`config.mk`:
```
export PLATFORM = sky130hd
export DESIGN_NAME = crc8_serial_engine
export DESIGN_NICKNAME = d
export VERILOG_FILES = /design/src/rtl/crc8_pkg.sv /design/src/rtl/crc8_datapath.sv /design/src/rtl/crc8_control.sv /design/src/rtl/crc8_serial_engine.sv
export SDC_FILE = /design/constraint.sdc
export NUM_CORES = 1
export LEC_CHECK = 0
export CELL_PAD_IN_SITES_DETAIL_PLACEMENT = 1
export CELL_PAD_IN_SITES_GLOBAL_PLACEMENT = 1
export CORE_MARGIN = 3
export CORE_UTILIZATION = 30
export DETAILED_ROUTE_END_ITERATION = 10
export GPL_TIMING_DRIVEN = 1
export PLACE_DENSITY_LB_ADDON = 0.1
export SLEW_MARGIN = 25
export SYNTH_ARGS = -nofsm -noshare
export SYNTH_HDL_FRONTEND = slang
export SYNTH_SLANG_ARGS = --single-unit
```
`constraint.sdc`:
```
create_clock -name clk -period 2.3 [get_ports clk]
set_input_delay 0.345 -clock clk [delete_from_list [all_inputs] [get_ports clk]]
set_output_delay 0.345 -clock clk [all_outputs]
set_load 0.02 [all_outputs]
```
`src/rtl/crc8_pkg.sv`:
```
package crc8_pkg;

  // strobes from the sequencer to the datapath
  typedef struct packed {
    logic clr;      // zero the register
    logic load;     // zero the register, capture a code
    logic shift;    // advance by one bit
    logic useCode;  // take the bit from the captured code
  } crcStrobe_t;

  typedef enum logic [1:0] {
    ST_IDLE  = 2'd0,
    ST_RUN   = 2'd1,
    ST_CHECK = 2'd2
  } runState_t;

endpackage

```
`src/rtl/crc8_datapath.sv`:
```
module crc8_datapath
  import crc8_pkg::*;
#(
  parameter int CRC_W = 8,
  parameter int CODE_W = 64,
  parameter logic [CRC_W-1:0] POLY_REFL = 8'h8C
) (
  input  logic              clk,
  input  logic              rst_n,
  input  crcStrobe_t        stb,
  input  logic              bitIn,
  input  logic [CODE_W-1:0] codeIn,
  output logic [CRC_W-1:0]  crcOut,
  output logic              residueZero
);

  logic [CRC_W-1:0]  crcReg;
  logic [CODE_W-1:0] codeReg;
  logic              dIn;
  logic [CRC_W-1:0]  crcNext;

  assign dIn = stb.useCode ? codeReg[0] : bitIn;

  // one reflected LFSR step
  always_comb begin
    logic fb;
    fb = crcReg[0] ^ dIn;
    crcNext = (crcReg >> 1) ^ (fb ? POLY_REFL : '0);
  end

  always_ff @(posedge clk or negedge rst_n) begin
    if (!rst_n) begin
      crcReg  <= '0;
      codeReg <= '0;
    end else if (stb.clr) begin
      crcReg <= '0;
    end else if (stb.load) begin
      crcReg  <= '0;
      codeReg <= codeIn;
    end else if (stb.shift) begin
      crcReg <= crcNext;
      if (stb.useCode) codeReg <= codeReg >> 1;
    end
  end

  assign crcOut      = crcReg;
  assign residueZero = (crcReg == '0);

  p_clear_zero_r2: assert property (@(posedge clk) disable iff (!rst_n)
    stb.clr |=> (crcOut == '0));

  p_hold_idle_r4: assert property (@(posedge clk) disable iff (!rst_n)
    (!stb.clr && !stb.load && !stb.shift) |=> $stable(crcOut));

  p_load_zero_r7: assert property (@(posedge clk) disable iff (!rst_n)
    (stb.load && !stb.clr) |=> (crcOut == '0));

endmodule

```
`src/rtl/crc8_control.sv`:
```
module crc8_control
  import crc8_pkg::*;
#(
  parameter int CODE_W = 64,
  localparam int CNT_W = $clog2(CODE_W)
) (
  input  logic       clk,
  input  logic       rst_n,
  input  logic       clear,
  input  logic       shiftEn,
  input  logic       codeLoad,
  input  logic       residueZero,
  output crcStrobe_t stb,
  output logic       busy,
  output logic       crcOk,
  output logic       crcErr
);

  localparam logic [CNT_W-1:0] LAST_BIT = CNT_W'(CODE_W - 1);

  runState_t       state;
  logic [CNT_W-1:0] bitCnt;

  always_comb begin
    stb.clr     = clear;
    stb.load    = !clear && (state == ST_IDLE) && codeLoad;
    stb.shift   = !clear && ((state == ST_RUN) ||
                  ((state == ST_IDLE) && !codeLoad && shiftEn));
    stb.useCode = (state == ST_RUN);
  end

  always_ff @(posedge clk or negedge rst_n) begin
    if (!rst_n) begin
      state  <= ST_IDLE;
      bitCnt <= '0;
      crcOk  <= 1'b0;
      crcErr <= 1'b0;
    end else begin
      crcOk  <= 1'b0;
      crcErr <= 1'b0;
      if (clear) begin
        state  <= ST_IDLE;
        bitCnt <= '0;
      end else begin
        unique case (state)
          ST_IDLE: if (codeLoad) begin
            state  <= ST_RUN;
            bitCnt <= '0;
          end
          ST_RUN: begin
            bitCnt <= bitCnt + 1'b1;
            if (bitCnt == LAST_BIT) state <= ST_CHECK;
          end
          ST_CHECK: begin
            crcOk  <= residueZero;
            crcErr <= !residueZero;
            state  <= ST_IDLE;
          end
          default: state <= ST_IDLE;
        endcase
      end
    end
  end

  assign busy = (state != ST_IDLE);

  p_verdict_excl_r8: assert property (@(posedge clk) disable iff (!rst_n)
    !(crcOk && crcErr));

  p_ok_pulse_r8: assert property (@(posedge clk) disable iff (!rst_n)
    crcOk |=> !crcOk);

  p_err_pulse_r8: assert property (@(posedge clk) disable iff (!rst_n)
    crcErr |=> !crcErr);

  p_verdict_at_fall_r8: assert property (@(posedge clk) disable iff (!rst_n)
    (crcOk || crcErr) |-> (!busy && $past(busy)));

  p_abort_r10: assert property (@(posedge clk) disable iff (!rst_n)
    clear |=> (!busy && !crcOk && !crcErr));

  p_run_continues_r9: assert property (@(posedge clk) disable iff (!rst_n)
    (state == ST_RUN && bitCnt != LAST_BIT && !clear) |=> (state == ST_RUN));

endmodule

```
`src/rtl/crc8_serial_engine.sv`:
```
module crc8_serial_engine
  import crc8_pkg::*;
#(
  parameter int CRC_W = 8,
  parameter int CODE_W = 64,
  parameter logic [CRC_W-1:0] POLY_REFL = 8'h8C
) (
  input  logic              clk,
  input  logic              rst_n,
  input  logic              clear,
  input  logic              shiftEn,
  input  logic              bitIn,
  input  logic              codeLoad,
  input  logic [CODE_W-1:0] codeIn,
  output logic [CRC_W-1:0]  crcOut,
  output logic              zeroRes,
  output logic              busy,
  output logic              crcOk,
  output logic              crcErr
);

  crcStrobe_t stb;
  logic       residueZero;

  crc8_control #(.CODE_W(CODE_W)) u_ctrl (
    .clk(clk), .rst_n(rst_n), .clear(clear), .shiftEn(shiftEn),
    .codeLoad(codeLoad), .residueZero(residueZero), .stb(stb),
    .busy(busy), .crcOk(crcOk), .crcErr(crcErr)
  );

  crc8_datapath #(.CRC_W(CRC_W), .CODE_W(CODE_W), .POLY_REFL(POLY_REFL)) u_dp (
    .clk(clk), .rst_n(rst_n), .stb(stb), .bitIn(bitIn), .codeIn(codeIn),
    .crcOut(crcOut), .residueZero(residueZero)
  );

  assign zeroRes = residueZero;

endmodule

```
Word level (Yosys, flattened, before mapping). Index checks and enable logic that the tools add are counted.

Add/sub/neg operators: 1. Bitwise gates (word level): 3. Equality and inequality tests: 5. Mux-type cells: 19. Reduce and logical (&&, ||, !) cells: 19.

Operators with widths (count): $mux 64 (3); $mux 8 (4); $mux 6 (2); $pmux 6 s2 (1); $logic_not 8->1 (1); $xor 7x8->8 (1); $add 6x1->6 const B (1); $eq 6x6->1 const B (1); $mux 2 (3); $ne 3x3->1 const B (2); $reduce_bool 2->1 (3); $reduce_bool 3->1 (2); $logic_and 1x1->1 (5); $mux 1 (5); $pmux 2 s2 (1); $reduce_and 2->1 (2); $logic_not 1->1 (3); $reduce_and 3->1 (1); $eq 2x1->1 const B (1); $eq 2x2->1 const B (1); $logic_not 2->1 (1); $logic_or 1x1->1 (1); $not 1->1 (1); $xor 1x1->1 (1).

Word-level logic and storage cells: 53. Input bits: 70. Output and inout port bits: 12. Register bits after elaboration: 82.

Logic depth before layout (Yosys ltp). Gate-level depths: netlist (run 1).

Word-level depth: 8. Depth in mapped cells: 6. Depth with buffers taken out: 4.

Cells and area by module. A second synthesis (run 1) with hierarchy kept.

Cell total of the unflattened synthesis: 298. Area, all modules: 4269.1 um^2.

By module, submodules not included: crc8_datapath (area each 3743.6 um^2, cells each 245, times used 1, sequential area each 1801.7 um^2); crc8_control (area each 525.5 um^2, cells each 53, times used 1, sequential area each 250.2 um^2).

Worst setup path before layout (run 1). No wires, ideal clock.

Kind: register to output. From: reg u_dp.crcReg[3] (netlist: u_dp.crcOut[3]). To: out zeroRes. Stages on the path, launching flop included: 3. Required time: 1.955 ns. Arrival time: 1.353 ns. Setup slack: 0.602 ns. Cells stage by stage: dfrtp_1 or4_1 nor2_1.

Word-level cells in the longest chain between the ends: 1.

Ends and longest elaborated chain: from (decl) (line crc8_datapath.sv:17) `logic [CRC_W-1:0] crcReg;`; from (signal assigned) (line crc8_datapath.sv:41) `crcReg <= crcNext;`; $logic_not 8->1 (line crc8_datapath.sv:47) `assign residueZero = (crcReg == '0);`; to (decl) (line crc8_serial_engine.sv:16) `output logic zeroRes,`.

No other way between the ends.

Worst setup path in the final report (run 1). Ends and elaborated chain as after synthesis.

==> results.py, run 1 <==
metrics = {
    "status": {
        "outcome": "complete, no violations",
    },
    "yosys": {
        "yosys-top-cells-area": "dfrtp_1 53%, mux2i_1 17%, o21ai_0 7.0%",
        "synth-seq-cells": 82,
        "syn_avg_cell_area_um2": 10.59,
        "synth-edff-count": 0,
        "yosysTopAreaCell": "dfrtp_1",
        "ys_seq_area_frac": 0.5339,
        "synthArstFlopShare": 1.000,
        "ys_types": 34,
        "netlist_area_um2": 3844,
        "synth_top_area_share": 0.5339,
        "synth_warnings": 0,
        "synth_top_flop_cell": "dfrtp_1",
        "syn_nets": 434,
        "synthCells": 363,
    },
    "routing": {
        "drt_iter0_markers": 90,
        "wl_per_cell_um": 14.90,
        "ant_nets": 0,
        "first_pass_iters": 4,
        "vias_per_cell": 4.686,
        "drc": 0,
        "finalWirelength_um": 9206,
        "routed-via-count": 2896,
    },
    "power_and_ir_drop": {
        "p_int_mw": 2.856,
        "comb_power_share": 0.174,
        "vdd_drop_max_v": 0.0003822,
        "swShare": 0.2608,
        "power.share.clock": 0.342,
        "power.leakage_nw": 2.461,
        "pwr_density_cell_nw_per_um2": 748.6,
        "p_sw_mw": 1.008,
        "seqPwrFrac": 0.485,
    },
    "sta": {
        "setup_ws_ns": 0.1113,
        "hold_violations": 0,
        "skew_ns": 0.005414,
        "layout_min_cycle_time_ns": 2.189,
        "maxSlewHeadroom": 0.6193,
        "fin_tns_setup_ns": 0,
        "period_share": 0.9516,
        "fmax_ghz": 0.4569,
        "tightest_slew_ns": 0.5650,
        "rsz0062_at_grt": "no",
        "final-max-slew-violation-count": 0,
        "setup_viol": 0,
    },
    "floorplan": {
        "dieArea_um2": 14210,
        "dieHeight_um": 119.2,
        "rows": 40,
        "coreArea_um2": 12260,
        "start_util": 0.3135,
        "ios": 82,
        "die_w_um": 119.2,
    },
    "clock_network": {
        "root_buffer": "clkbuf_16",
        "worstSkewPairLatency_ns": 0.33,
        "numCtsBuffers": 9,
        "cts_tree": "yes",
        "clkSinkCount": 82,
        "htree_levels": 3,
        "clk_pin_slew_ns": 0.06,
        "cts_buffer_depth": 2,
    },
    "min_path": {
        "hp-class": "in -> async",
    },
    "setup_path": {
        "crit_arrival_ns": 1.84,
        "worstReg2RegEnd": "u_dp.crcOut[3]",
        "timing.rr.start": "u_ctrl.state[1]",
        "rrSetupSlack_ns": 0.57,
        "crit_slowest_cell": "or4_1",
        "cp-endpoint": "zeroRes",
        "path_cells": "or4_1, nor2_1, clkdlybuf4s15_1",
        "worstSetupPathType": "reg -> out",
        "max_stage_delay_ns": 0.55,
        "crit_path_max_fanout": 4,
        "r2r_cells": 4,
        "worstPathRequired_ns": 1.96,
        "end_kind": "primary output",
        "cp-start-kind": "flop",
        "startpoint": "u_dp.crcOut[3]",
    },
    "grt": {
        "antenna_found_initial": 0,
        "grt_pass1_vias": 3145,
        "track_usage": 0.1361,
        "grt_pass1_wl_um": 15670,
        "grt-ovfl-total": 0,
        "grt_max_degree": 75,
    },
    "flow_run": {
        "maxCapViolCount": 0,
    },
    "place": {
        "pre_cts_slack_ns": 0.1874,
        "hpwl_um": 6407,
        "numPortBuffers": 81,
        "dp_cells": 602,
        "finalWeightedCongestion": 0.7720,
    },
    "cells_and_area": {
        "final_layout_size_suffix_gt1_frac": 0.07111,
        "antenna_cells": 0,
        "nFillCells": 1398,
        "nNetsFinal": 517,
        "area_growth_pct": 34.31,
        "fin_cells": 618,
    },
}
==> cells by family after synthesis <==
family | count (synthesis) | synth area share
compound gates | 83 | 0.1182
xor+xnor | 9 | 0.02051
buf+inv | 25 | 0.03874
mux | 66 | 0.1719
simple gates | 97 | 0.1136
flops | 82 | 0.5339
fa+ha+maj | 1 | 0.003255
==> flip-flops by register name, summed over array words and instances (netlist names) <==
signal and cells:
u_ctrl.bitCnt 6, u_ctrl.crcErr 1, u_ctrl.state 2, u_dp.crcOut 8, u_dp.codeReg 64, u_ctrl.crcOk 1
==> worst min-delay path by stage <==
stage          startpoint          endpoint  cells after the start
5_1_grt             rst_n     u_ctrl.crcErr                      2
2_1_floorplan       rst_n  u_ctrl.bitCnt[0]                      0
3_3_place_gp        rst_n      u_ctrl.crcOk                      1
3_5_place_dp        rst_n     u_ctrl.crcErr                      1
4_1_cts             rst_n  u_ctrl.bitCnt[5]                      2
6_report            rst_n      u_ctrl.crcOk                      2
==> layer usage <==
| metal | vias to the layer above | global-route usage | part of all wire |
|---|---|---|---|
| met4 | 0 | 0.04127 | 0.012 |
| met5 | - | 0 | 0 |
| li1 | 1419 | - | - |
| met1 | 1405 | 0.1804 | 0.47 |
| met2 | 65 | 0.2158 | 0.47 |
| met3 | 7 | 0.03894 | 0.048 |
==> layout by cell type (no fill, tap or decap) <==
cell	instances
a32oi_1	1
o21ai_1	14
xor2_1	3
o21ai_0	54
dfrtp_1	82
a21oi_1	3
nand2_4	1
buf_4	9
ha_1	1
nor2_2	1
nor3_1	2
nor2b_1	3
nand3_1	3
clkbuf_1	1
or2_2	1
or4_1	2
nor4b_4	1
and3_1	1
clkbuf_8	2
mux2i_1	66
a22o_1	6
nor2_1	10
nand2_1	68
clkbuf_16	9
nor4b_1	1
dlygate4sd3_1	1
clkinv_2	3
a211oi_1	1
and2_1	2
xnor2_1	6
buf_12	5
o21bai_1	2
o21a_1	1
inv_1	2
clkdlybuf4s15_1	1
and4b_1	1
a21boi_0	1
clkdlybuf4s50_1	79
==> repair_timing <==
item / 4_1_cts / 5_1_grt
gates resized for setup: 1 / 1
pin swaps: 0 / 0
buffers inserted: 0 / 0
endpoints found under the setup margin: 1 / 1
hold buffers: 1 / 0
hold endpoints to repair: 14 / 0
==> layout make-up <==
type / instances / area, um^2 / area share
tap: 168 / 210.2 / 0.04072
multi-input combinational: 256 / 1643 / 0.3182
inverter: 2 / 7.507 / 0.001454
timing repair buffer: 95 / 978.4 / 0.1895
clock buffer: 12 / 256.5 / 0.04968
clock inverter: 3 / 15.01 / 0.002908
sequential: 82 / 2052 / 0.3975
==> critical path, delay by kind of cell, from the launching register on <==
family | cells | cell delay [ns]
DFF | 1 | 0.41
and+or+nand+nor | 2 | 0.77
buffers and inverters | 1 | 0.34
==> power by group through the flow <==
stage / registers [mW] / logic (mW) / clock network [mW]
after detailed placement: 1.90 / 0.686 / 0
after CTS: 1.88 / 0.690 / 1.37
after global placement: 1.89 / 0.663 / 0
final: 1.87 / 0.671 / 1.32
after floorplan: 1.85 / 0.407 / 0
after global routing: 1.91 / 0.766 / 1.45
==> through the flow <==
| step | total power, mW | util | cell area (um^2) | hold WS, ns |
|---|---|---|---|---|
| 3_5_place_dp | 2.587 | 0.3981 | 4881 | 0.2257 |
| 3_3_place_gp | 2.552 | 0.3981 | 4881 | 0.2247 |
| 6_report | 3.864 | 0.4210 | 5162 | 0.4172 |
| 5_1_grt | 4.128 | 0.4210 | 5162 | 0.4289 |
| 4_1_cts | 3.939 | 0.4209 | 5161 | 0.4183 |
| 2_1_floorplan | 2.259 | - | 3844 | 0.04941 |
==> synthesized netlist by cell type (2+ instances only) <==
library cell / n
buf_6: 5
dfrtp_1: 82
inv_1: 2
nor2_1: 10
nand2_1: 68
buf_2: 10
xor2_1: 3
nand3_1: 3
xnor2_1: 6
o21ai_1: 14
and2_1: 2
nor2b_1: 3
a22o_1: 6
mux2i_1: 66
a21oi_1: 3
clkbuf_1: 6
o21ai_0: 54
nor3_1: 2
or4_1: 2
o21bai_1: 2
No activity file was read; power rests on OpenSTA's default activity.
==> run 2, diff against run 1 <==
--- a/config.mk
+++ b/config.mk
@@ -12,6 +12,7 @@
 export DETAILED_ROUTE_END_ITERATION = 10
 export GPL_TIMING_DRIVEN = 1
 export PLACE_DENSITY_LB_ADDON = 0.1
+export SETUP_SLACK_MARGIN = 0.05
 export SLEW_MARGIN = 25
 export SYNTH_ARGS = -nofsm -noshare
 export SYNTH_HDL_FRONTEND = slang
==> run 2 against run 1 <==
Against the previous run: non-clock buffer count stayed put; worst hold slack stayed put; utilization about the same; largest cell class unchanged; setup slack better by 0.10 ns.
==> results.py, run 2 (synthesis gave the netlist of run 1 again) <==
metrics = {
    "status": {
        "outcome": "complete, no violations",
    },
    "routing": {
        "wl_per_cell_um": 14.90,
        "routed-via-count": 2896,
        "drt_iter0_markers": 94,
        "finalWirelength_um": 9209,
        "vias_per_cell": 4.686,
        "drc": 0,
        "ant_nets": 0,
        "first_pass_iters": 4,
    },
    "flow_run": {
        "maxCapViolCount": 0,
    },
    "floorplan": {
        "dieHeight_um": 119.2,
        "die_w_um": 119.2,
        "start_util": 0.3135,
        "rows": 40,
        "dieArea_um2": 14210,
        "ios": 82,
        "coreArea_um2": 12260,
    },
    "setup_path": {
        "crit_path_max_fanout": 10,
        "end_kind": "primary output",
        "cp_top_family": "buffers and inverters",
        "path_cells": "or2_2, clkdlybuf4s50_1",
        "crit_slowest_cell": "clkdlybuf4s50_1",
        "worstSetupPathType": "reg -> out",
        "crit_arrival_ns": 1.74,
        "startpoint": "u_ctrl.state[1]",
        "cp.buffers_inverters": 1,
        "max_stage_delay_ns": 0.54,
        "cp-start-kind": "flop",
        "timing.rr.start": "u_ctrl.state[1]",
        "worstPathRequired_ns": 1.96,
    },
    "cells_and_area": {
        "area_growth_pct": 34.18,
        "nNetsFinal": 517,
        "design_area_um2": 5157,
        "largest_reg_flops": 64,
        "regMostFlops": "u_dp.codeReg",
        "final_layout_size_suffix_gt1_frac": 0.07333,
        "mostFrequentLayoutCells": "82 x dfrtp_1, 79 x clkdlybuf4s50_1, 68 x nand2_1, 66 x mux2i_1, 54 x o21ai_0",
        "nFillCells": 1398,
        "layout_commonest_cell": "dfrtp_1",
        "antenna_cells": 0,
    },
    "grt": {
        "grt_pass1_wl_um": 15670,
        "grt_pass1_vias": 3145,
        "track_usage": 0.1361,
        "grt_max_degree": 75,
        "grt-ovfl-total": 0,
        "antenna_found_initial": 0,
    },
    "place": {
        "placed_area_um2": 4881,
        "finalWeightedCongestion": 0.7720,
        "hpwl_um": 6407,
        "numPortBuffers": 81,
    },
    "sta": {
        "setup_viol": 0,
        "fmax_ghz": 0.4794,
        "rsz0062_at_grt": "no",
        "fin_tns_setup_ns": 0,
        "skew_ns": 0.005414,
        "final-max-slew-violation-count": 0,
        "tightest_slew_ns": 0.5650,
        "period_share": 0.9070,
        "maxSlewHeadroom": 0.6193,
        "layout_min_cycle_time_ns": 2.086,
        "hold_ws_ns": 0.4172,
        "hold_violations": 0,
    },
    "clock_network": {
        "htree_levels": 3,
        "worstSkewPairLatency_ns": 0.33,
        "post-cts-setup-buffers": 0,
        "cts_buffer_depth": 2,
        "clkSinkCount": 82,
        "root_buffer": "clkbuf_16",
        "numCtsBuffers": 9,
        "clk_pin_slew_ns": 0.06,
        "cts_tree": "yes",
    },
    "power_and_ir_drop": {
        "vdd_drop_max_v": 0.0003822,
        "pwr_density_cell_nw_per_um2": 748.9,
        "power.leakage_nw": 2.460,
    },
    "min_path": {
        "hp-class": "in -> async",
    },
}
-- run 2: changes by cell type in the layout (fill, tap and decap cells not counted) --
cell,previous run,this run
clkdlybuf4s15_1,1,0
clkbuf_2,0,1
-- run 2: layout make-up --
cell class | instances | area [um^2] | share of cell area
clock buffer | 12 | 256.5 | 0.04973
clock inverter | 3 | 15.01 | 0.002911
inverter | 2 | 7.507 | 0.001456
multi-input combinational | 256 | 1643 | 0.3185
sequential | 82 | 2052 | 0.3979
tap | 168 | 210.2 | 0.04076
timing repair buffer | 95 | 973.4 | 0.1887
-- run 2: worst paths after layout --
check                                    to  slack [ns]  depth (start not counted)
setup / recovery                       busy        0.21                          2
hold / removal                 u_ctrl.crcOk        0.42                          2
setup reg to reg             u_dp.crcOut[3]        0.57                          4
hold reg to reg             u_dp.codeReg[5]        0.50                          2
max in group asynchronous  u_dp.codeReg[42]        1.20                          3
min in group clk            u_dp.codeReg[5]        0.50                          2
-- run 2: metal layers --
layer,share of wire,track usage
met5,0,0
met4,0.012,0.04127
met3,0.048,0.03894
met2,0.47,0.2158
met1,0.47,0.1804
-- run 2: power breakdown --
part	internal, mW	switching, mW	leakage (nW)
logic	0.360	0.309	1.28
clock network	0.779	0.542	0.138
registers	1.72	0.158	1.04
-- run 2: timing repair --
item,CTS,global route
hold buffers,1,0
hold endpoints to repair,14,0
resized for setup,1,2
setup endpoints to repair,1,1
-- run 2: metrics by stage --
step           power, mW  std cells    util  setup WS [ns]
3_3_place_gp       2.552        602  0.3981         0.2204
4_1_cts            3.939        618  0.4209        0.06917
6_report           3.862        618  0.4206         0.2139
3_5_place_dp       2.587        602  0.3981         0.1874
5_1_grt            4.127        618  0.4206         0.1304
2_1_floorplan      2.259        363       -         0.6019
